--- config.mk ---
export PLATFORM = sky130hd
export DESIGN_NAME = page_walker
export DESIGN_NICKNAME = d
export VERILOG_FILES = /design/src/rtl/pw_pkg.sv /design/src/rtl/pw_addr_gen.sv /design/src/rtl/pw_entry_check.sv /design/src/rtl/pw_fault_reg.sv /design/src/rtl/page_walker.sv
export SDC_FILE = /design/constraint.sdc
export NUM_CORES = 1
export LEC_CHECK = 0
export BUFFER_PORTS_ARGS = -buffer_cell sky130_fd_sc_hd__buf_2
export CAP_MARGIN = 20
export CORE_UTILIZATION = 23
export CTS_CLUSTER_SIZE = 14
export DETAILED_ROUTE_END_ITERATION = 12
export SETUP_SLACK_MARGIN = 0.5
export SLEW_MARGIN = 20
export SYNTH_ARGS = -nofsm -noshare
export SYNTH_HDL_FRONTEND = slang
export SYNTH_SLANG_ARGS = --single-unit
--- constraint.sdc ---
create_clock -name clk -period 1.95 [get_ports clk]
set_input_delay 0 -clock clk [delete_from_list [all_inputs] [get_ports clk]]
set_output_delay 0 -clock clk [all_outputs]
set_load 0.05 [all_outputs]
--- src/rtl/pw_pkg.sv ---
package pw_pkg;
  localparam int BIT_PRESENT  = 0;
  localparam int BIT_WRITABLE = 1;
  localparam int BIT_USER     = 2;
  localparam int BIT_WTHRU    = 3;
  localparam int BIT_NOCACHE  = 4;
  localparam int BIT_ACCESSED = 5;
  localparam int BIT_DIRTY    = 6;

  typedef enum logic [2:0] {
    S_IDLE,
    S_DIR_RD,
    S_DIR_CHK,
    S_DIR_WB,
    S_TBL_RD,
    S_TBL_CHK,
    S_TBL_WB
  } walk_state_e;
endpackage

--- src/rtl/pw_addr_gen.sv ---
module pw_addr_gen #(
  parameter int ADDR_W    = 32,
  parameter int OFF_W     = 12,
  parameter int IDX_W     = 10,
  parameter int ENT_BYTES = 4
) (
  input  logic [ADDR_W-OFF_W-1:0] frame,
  input  logic [IDX_W-1:0]        idx,
  output logic [ADDR_W-1:0]       ent_addr
);
  localparam int SHIFT = $clog2(ENT_BYTES);

  logic [ADDR_W-1:0] base_bytes;
  logic [ADDR_W-1:0] idx_bytes;

  always_comb begin
    base_bytes = {frame, {OFF_W{1'b0}}};
    idx_bytes  = ADDR_W'(idx) << SHIFT;
    ent_addr   = base_bytes + idx_bytes;
  end
endmodule

--- src/rtl/pw_entry_check.sv ---
module pw_entry_check
  import pw_pkg::*;
#(
  parameter int ENT_W = 32
) (
  input  logic [ENT_W-1:0] entry,
  input  logic             leaf,
  input  logic             acc_write,
  input  logic             acc_user,
  output logic             fault,
  output logic             need_wb,
  output logic [ENT_W-1:0] updated
);
  logic set_dirty;

  always_comb begin
    fault = !entry[BIT_PRESENT]
          | (acc_write & !entry[BIT_WRITABLE])
          | (acc_user  & !entry[BIT_USER]);
    set_dirty = leaf & acc_write & !entry[BIT_DIRTY];
    need_wb   = !entry[BIT_ACCESSED] | set_dirty;
    updated   = entry;
    updated[BIT_ACCESSED] = 1'b1;
    if (set_dirty) updated[BIT_DIRTY] = 1'b1;
  end
endmodule

--- src/rtl/pw_fault_reg.sv ---
module pw_fault_reg #(
  parameter int ADDR_W = 32
) (
  input  logic              clk,
  input  logic              rst,
  input  logic              capture,
  input  logic [ADDR_W-1:0] addr,
  output logic [ADDR_W-1:0] held
);
  always_ff @(posedge clk) begin
    if (rst)          held <= '0;
    else if (capture) held <= addr;
  end

  // a capture loads the linear address of the faulting walk
  a_r7_capture_loads: assert property (@(posedge clk) disable iff (rst)
    capture |=> held == $past(addr));

  // without a capture the register keeps its value
  a_r7_holds_value: assert property (@(posedge clk) disable iff (rst)
    !capture |=> $stable(held));
endmodule

--- src/rtl/page_walker.sv ---
module page_walker
  import pw_pkg::*;
#(
  parameter int ADDR_W    = 32,
  parameter int OFF_W     = 12,
  parameter int DIR_IDX_W = 10,
  parameter int TBL_IDX_W = 10,
  parameter int ENT_BYTES = 4
) (
  input  logic              clk,
  input  logic              rst,
  input  logic              req_valid,
  output logic              req_ready,
  input  logic [ADDR_W-1:0] req_vaddr,
  input  logic              req_write,
  input  logic              req_user,
  input  logic              paging_on,
  input  logic [ADDR_W-1:0] dir_base,
  output logic              rsp_valid,
  output logic              rsp_fault,
  output logic [ADDR_W-1:0] rsp_paddr,
  output logic [ADDR_W-1:0] fault_addr,
  output logic              mem_req,
  output logic              mem_we,
  output logic [ADDR_W-1:0] mem_addr,
  output logic [ADDR_W-1:0] mem_wdata,
  input  logic [ADDR_W-1:0] mem_rdata
);
  localparam int FRAME_W = ADDR_W - OFF_W;
  localparam int TBL_LSB = OFF_W;
  localparam int DIR_LSB = OFF_W + TBL_IDX_W;

  walk_state_e        state;
  logic [ADDR_W-1:0]  vaddr_q;
  logic               wr_q;
  logic               usr_q;
  logic [FRAME_W-1:0] tframe_q;
  logic [ADDR_W-1:0]  pend_q;

  logic [ADDR_W-1:0]  dir_ent_addr;
  logic [ADDR_W-1:0]  tbl_ent_addr;
  logic [FRAME_W-1:0] tbl_frame;
  logic               chk_fault;
  logic               chk_wb;
  logic [ADDR_W-1:0]  chk_upd;
  logic               in_check;
  logic               fault_cap;
  logic               unused_base_lo;

  assign unused_base_lo = ^dir_base[OFF_W-1:0];
  assign req_ready      = (state == S_IDLE);
  assign in_check       = (state == S_DIR_CHK) || (state == S_TBL_CHK);
  assign fault_cap      = in_check && chk_fault;
  assign tbl_frame      = (state == S_DIR_WB) ? tframe_q : mem_rdata[ADDR_W-1:OFF_W];

  pw_addr_gen #(
    .ADDR_W(ADDR_W), .OFF_W(OFF_W), .IDX_W(DIR_IDX_W), .ENT_BYTES(ENT_BYTES)
  ) i_dir_addr (
    .frame    (dir_base[ADDR_W-1:OFF_W]),
    .idx      (req_vaddr[DIR_LSB +: DIR_IDX_W]),
    .ent_addr (dir_ent_addr)
  );

  pw_addr_gen #(
    .ADDR_W(ADDR_W), .OFF_W(OFF_W), .IDX_W(TBL_IDX_W), .ENT_BYTES(ENT_BYTES)
  ) i_tbl_addr (
    .frame    (tbl_frame),
    .idx      (vaddr_q[TBL_LSB +: TBL_IDX_W]),
    .ent_addr (tbl_ent_addr)
  );

  pw_entry_check #(.ENT_W(ADDR_W)) i_check (
    .entry     (mem_rdata),
    .leaf      (state == S_TBL_CHK),
    .acc_write (wr_q),
    .acc_user  (usr_q),
    .fault     (chk_fault),
    .need_wb   (chk_wb),
    .updated   (chk_upd)
  );

  pw_fault_reg #(.ADDR_W(ADDR_W)) i_fault (
    .clk     (clk),
    .rst     (rst),
    .capture (fault_cap),
    .addr    (vaddr_q),
    .held    (fault_addr)
  );

  always_ff @(posedge clk) begin
    if (rst) begin
      state     <= S_IDLE;
      vaddr_q   <= '0;
      wr_q      <= 1'b0;
      usr_q     <= 1'b0;
      tframe_q  <= '0;
      pend_q    <= '0;
      mem_req   <= 1'b0;
      mem_we    <= 1'b0;
      mem_addr  <= '0;
      mem_wdata <= '0;
      rsp_valid <= 1'b0;
      rsp_fault <= 1'b0;
      rsp_paddr <= '0;
    end else begin
      rsp_valid <= 1'b0;
      case (state)
        S_IDLE: begin
          if (req_valid) begin
            vaddr_q <= req_vaddr;
            wr_q    <= req_write;
            usr_q   <= req_user;
            if (!paging_on) begin
              rsp_valid <= 1'b1;
              rsp_fault <= 1'b0;
              rsp_paddr <= req_vaddr;
            end else begin
              mem_req  <= 1'b1;
              mem_we   <= 1'b0;
              mem_addr <= dir_ent_addr;
              state    <= S_DIR_RD;
            end
          end
        end
        S_DIR_RD: begin
          mem_req <= 1'b0;
          state   <= S_DIR_CHK;
        end
        S_DIR_CHK: begin
          if (chk_fault) begin
            rsp_valid <= 1'b1;
            rsp_fault <= 1'b1;
            rsp_paddr <= '0;
            state     <= S_IDLE;
          end else begin
            tframe_q <= mem_rdata[ADDR_W-1:OFF_W];
            mem_req  <= 1'b1;
            if (chk_wb) begin
              mem_we    <= 1'b1;
              mem_wdata <= chk_upd;
              state     <= S_DIR_WB;
            end else begin
              mem_we   <= 1'b0;
              mem_addr <= tbl_ent_addr;
              state    <= S_TBL_RD;
            end
          end
        end
        S_DIR_WB: begin
          mem_req  <= 1'b1;
          mem_we   <= 1'b0;
          mem_addr <= tbl_ent_addr;
          state    <= S_TBL_RD;
        end
        S_TBL_RD: begin
          mem_req <= 1'b0;
          state   <= S_TBL_CHK;
        end
        S_TBL_CHK: begin
          if (chk_fault) begin
            rsp_valid <= 1'b1;
            rsp_fault <= 1'b1;
            rsp_paddr <= '0;
            state     <= S_IDLE;
          end else if (chk_wb) begin
            mem_req   <= 1'b1;
            mem_we    <= 1'b1;
            mem_wdata <= chk_upd;
            pend_q    <= {mem_rdata[ADDR_W-1:OFF_W], vaddr_q[OFF_W-1:0]};
            state     <= S_TBL_WB;
          end else begin
            rsp_valid <= 1'b1;
            rsp_fault <= 1'b0;
            rsp_paddr <= {mem_rdata[ADDR_W-1:OFF_W], vaddr_q[OFF_W-1:0]};
            state     <= S_IDLE;
          end
        end
        S_TBL_WB: begin
          mem_req   <= 1'b0;
          mem_we    <= 1'b0;
          rsp_valid <= 1'b1;
          rsp_fault <= 1'b0;
          rsp_paddr <= pend_q;
          state     <= S_IDLE;
        end
        default: state <= S_IDLE;
      endcase
    end
  end

  // untranslated requests answer next cycle with the same address and no access
  a_r1_bypass: assert property (@(posedge clk) disable iff (rst)
    (req_valid && req_ready && !paging_on) |=>
      (rsp_valid && !rsp_fault && !mem_req && rsp_paddr == $past(req_vaddr)));

  // a translated request starts with a read inside the directory page
  a_r2_dir_first: assert property (@(posedge clk) disable iff (rst)
    (req_valid && req_ready && paging_on) |=>
      (mem_req && !mem_we && mem_addr[ADDR_W-1:OFF_W] == $past(dir_base[ADDR_W-1:OFF_W])));

  // a directory fault is followed by no further access
  a_r5_stop_on_dir_fault: assert property (@(posedge clk) disable iff (rst)
    (state == S_DIR_CHK && chk_fault) |=> (!mem_req && rsp_valid && rsp_fault));

  // every written entry has the accessed flag set
  a_r8_wb_accessed: assert property (@(posedge clk) disable iff (rst)
    (mem_req && mem_we) |-> mem_wdata[BIT_ACCESSED]);

  // only present entries are ever written back
  a_r11_wb_present: assert property (@(posedge clk) disable iff (rst)
    (mem_req && mem_we) |-> mem_wdata[BIT_PRESENT]);

  // the response is a single-cycle pulse
  a_r10_pulse: assert property (@(posedge clk) disable iff (rst)
    rsp_valid |=> !rsp_valid);

  // a fault response carries a zero address
  a_r11_fault_zero: assert property (@(posedge clk) disable iff (rst)
    (rsp_valid && rsp_fault) |-> rsp_paddr == '0);

  // entry accesses are word aligned
  a_r2_aligned: assert property (@(posedge clk) disable iff (rst)
    mem_req |-> mem_addr[1:0] == 2'b00);
endmodule

==> results.tsv <==
stage	metric	value	unit
run_status	result of the run	finished clean	
critical_path	slowest cell on the critical path	dfxtp_4	
cts	Bufs on Longest Clock Path	3	
logic_synthesis	number of distinct library cells after synthesis	42	
critical_path	flop2flop setup slack	0.24	ns
critical_path	Critical Path, Cell by Cell	buf_6 > buf_6 > nor3_4 > and2_4 > clkbuf_16 > nand2_4 > a21oi_2	
detailed_routing	1st-pass router iterations	6	
sta	setup-violating endpoint count in the final report	0	
logic_synthesis	count of yosys warnings during synthesis	0	
job	Max-Cap Viols	0	
logic_synthesis	number of flops mapped to enable cells by yosys	0	
critical_path	RR Endpoint	vaddr_q[18]$_SDFFE_PP0P_	
grt	wire length of the first global-routing pass	49.42	mm
detailed_routing	vias after detailed routing	9215	
sta	fin crit share	87.57	%
placed_design	minimum setup slack after placement	-0.09807	ns
detailed_routing	Final Routed Wirelength	36.36	mm
floorplan	die outline area	38570	sq um
min_path	Worst Hold End	rsp_fault$_SDFFE_PP0P_	
logic_synthesis	top post-synthesis cells by area	dfxtp_1, nand2_1, a21oi_1, a222oi_1, a211oi_1	
sta	RSZ-0062 raised after global routing	yes	
grt	GR Util All Layers	16.60	%
cts	master cell of the clock root buffer	clkbuf_16	
cts	worst-skew pair later-pin latency	0.55	ns
detailed_routing	number of remaining DRC errors	0	
sta	worst clock skew on the final layout	0.01033	ns
finish	share of cells above drive strength 1	34.85	%
logic_synthesis	top_reg_cell synth	dfxtp_1	
placed_design	cell count after placement	1743	
critical_path	endpoint required time on the critical path	2.43	ns
critical_path	Critical R2R Launch	state[1]$_SDFFE_PP0P_	
logic_synthesis	mean cell area of the mapped netlist	8.086	sq um
logic_synthesis	top-area cell type share of the netlist area	50.44	%
placed_design	Post-DP Area	10510	sq um
finish	Multi-input gate area	4634	sq um
critical_path	largest fanout of any net on the critical path	8	
sta	number of endpoints with negative hold slack in the final report	0	
critical_path	largest stage delay on the critical path	0.37	ns
cts	post-CTS clock slew at the launch and capture registers of the worst setup and hold paths	0.06	ns
grt	number of global-route vias before repair	8451	
min_path	worst hold path type	primary input to flop	
detailed_routing	Iter 0 DRT Violations	829	
finish	number of antenna cells inserted	0	
sta	final slew viol count	0	
floorplan	Initial Utilization	23.57	%
logic_synthesis	largest area contributor in the netlist	dfxtp_1	
placed_design	hpwl dp	21.94	mm
cts	# H-tree levels	1	
floorplan	Chip Width	196.4	um
grt	total overflow reported by the global router	0	
critical_path	Worst Path Arrival	2.19	ns
detailed_routing	routed wire length per instance	19.06	um
critical_path	number of cells on the worst reg-to-reg path	7	
floorplan	vertical die dimension	196.4	um
finish	non-filler instance count after layout	1907	
critical_path	dominant cell type by count on the critical path	buf_6	
detailed_routing	vias per cell	4.832	
sta	worst-case hold slack	0.1364	ns
sta	Max-slew headroom	58.96	%
floorplan	standard-cell rows	70	
grt	initial antenna violation count	0	
critical_path	element type at the critical path end	flop	
finish	NumNets Final	1488	
pwr	areal power density over the cells	860.0	nW/um^2
floorplan	placeable core region	36870	sq um
floorplan	IO Count	235	
sta	Slew @ Worst Pin	0.6156	ns
sta	clock period minus final worst setup slack	1.708	ns
logic_synthesis	register bit total from synthesis	219	
placed_design	count of input and output buffers	220	
min_path	number of cells on the worst hold path	5	
pwr	reported leakage power	5.475	nW
sta	post-route worst setup slack	0.2423	ns
cts	number of sinks driven by the clock tree	219	
detailed_routing	antenna viol nets, final	0	
critical_path	startpoint class of the critical path	flop	
grt	pin count of the biggest net entering global routing	75	
finish	sequential cell area	4395	sq um
finish	filler cell count	3687	
logic_synthesis	share of the yosys chip area belonging to registers	50.44	%
critical_path	kind of critical path	flop to flop	
logic_synthesis	Synth async-reset ratio	0	%
finish	final std cell area, no fill	13640	sq um
cts	TritonCTS clock tree	yes	
logic_synthesis	Post-Syn Instances	1075	
placed_design	routability-driven placement congestion ratio	0.8108	
sta	maximum operating frequency	585.6	MHz
cts	cts bufs inserted	27	
logic_synthesis	post-synth design cell area	8692	sq um
min_path	Worst Hold Launch	mem_rdata[0]	
pwr	worst-case vdd ir drop	0.7036	mV
finish	layout overhead on the synthesized area	56.92	%
-- synthesized netlist by cell type (4+ instances only) --
| library cell | instances |
|---|---|
| o211ai_1 | 21 |
| buf_6 | 4 |
| nand2b_1 | 5 |
| dfxtp_1 | 219 |
| a311oi_1 | 10 |
| clkbuf_1 | 53 |
| mux2i_1 | 20 |
| buf_2 | 27 |
| nand2_1 | 365 |
| a21oi_1 | 205 |
| o21ai_0 | 4 |
| a211oi_1 | 32 |
| nand3_1 | 4 |
| nor2_1 | 19 |
| and2_1 | 6 |
| buf_4 | 11 |
| a31oi_1 | 5 |
| a222oi_1 | 32 |
-- logic make-up after synthesis --
logic type,synth area share (%)
AND/OR/NAND/NOR,18.71
AO/OA/AOI/OAI,22.92
flip-flops,50.44
buffers and inverters,5.585
multiplexers,2.303
other,0.04314
-- sequential cells by signal, summed over array words and instances, names as in the netlist --
register      cells
mem_wdata        32
rsp_fault         1
pend_q           32
usr_q             1
tframe_q         20
state             3
mem_we            1
mem_req           1
wr_q              1
rsp_valid         1
vaddr_q          32
i_fault.held     32
rsp_paddr        32
mem_addr         30
-- routing by layer --
layer | wire length [um] | global-route usage (%) | up-vias | share of wire (%)
met5 | 0 | 0 | - | 0
met4 | 1204 | 7.031 | 0 | 3.3
met3 | 2484 | 2.515 | 62 | 6.8
met2 | 16560 | 26.10 | 364 | 46
met1 | 16110 | 22.56 | 4426 | 44
li1 | - | - | 4363 | -
-- timing repair --
item	in CTS	in global routing
pin swaps	14	94
gates resized for setup	43	204
setup buffers	5	6
hold buffers	88	0
hold endpoints to repair	173	0
setup endpoints to repair	218	219
cloned	4	15
-- cell type report --
class / instances / share of cell area, %
Clock buffer: 35 / 5.321
Clock inverter: 11 / 0.7431
Inverter: 3 / 0.08256
Multi-Input combinational cell: 756 / 33.98
Sequential cell: 219 / 32.23
Tap cell: 504 / 4.623
Timing Repair Buffer: 379 / 23.03
-- layout by cell type, fill, tap and decap left out, drive strengths merged, types with 2 or more instances in the layout --
cell,synthesis,final
a222oi,32,32
a211oi,33,33
clkinv,0,7
and2,6,6
mux2i,20,20
o211ai,21,21
conb,1,2
a21oi,205,205
and3,3,3
dlygate4sd3,0,88
nand2b,5,5
nand3,4,4
a31oi,5,5
a211o,2,2
a311oi,10,10
clkbuf,54,46
dfxtp,219,219
o21ai,7,7
inv,3,5
nor3,2,2
nor2,21,21
buf,44,280
nand2,365,365
-- through the flow --
step	util [%]	setup TNS, ns	total power (W)
2_1_floorplan	-	0	0.006005
3_3_place_gp	28.50	-0.2477	0.006573
3_5_place_dp	28.50	-1.283	0.006591
4_1_cts	33.99	0	0.01158
5_1_grt	36.99	0	0.01217
6_report	36.99	0	0.01173
-- power by group --
group / switching, W / internal, W / total [W]
logic: 0.00140 / 0.000754 / 0.00216
registers: 0.000141 / 0.00467 / 0.00481
clock network: 0.00201 / 0.00275 / 0.00477
total: 0.00356 / 0.00817 / 0.0117
-- worst max-delay path, delay by kind of cell, from the launching register on --
family / cells / cell delay, ns
flops: 1 / 0.37
compound gates: 1 / 0.13
simple gates: 3 / 0.67
buf+inv: 3 / 0.48
-- worst max-delay path by stage --
stage / start / to / slack [ns]
2_1_floorplan: state[2]$_SDFFE_PP0P_ / vaddr_q[10]$_SDFFE_PP0P_ / 0.33
6_report: state[1]$_SDFFE_PP0P_ / vaddr_q[18]$_SDFFE_PP0P_ / 0.24
4_1_cts: state[1]$_SDFFE_PP0P_ / req_ready / 0.27
5_1_grt: state[1]$_SDFFE_PP0P_ / rsp_paddr[1]$_SDFFE_PP0P_ / 0.15
3_5_place_dp: state[2]$_SDFFE_PP0P_ / mem_addr[20]$_SDFFE_PP0P_ / -0.1
3_3_place_gp: state[2]$_SDFFE_PP0P_ / mem_addr[14]$_SDFFE_PP0P_ / -0.03
Power figures use the tool's default switching activity.
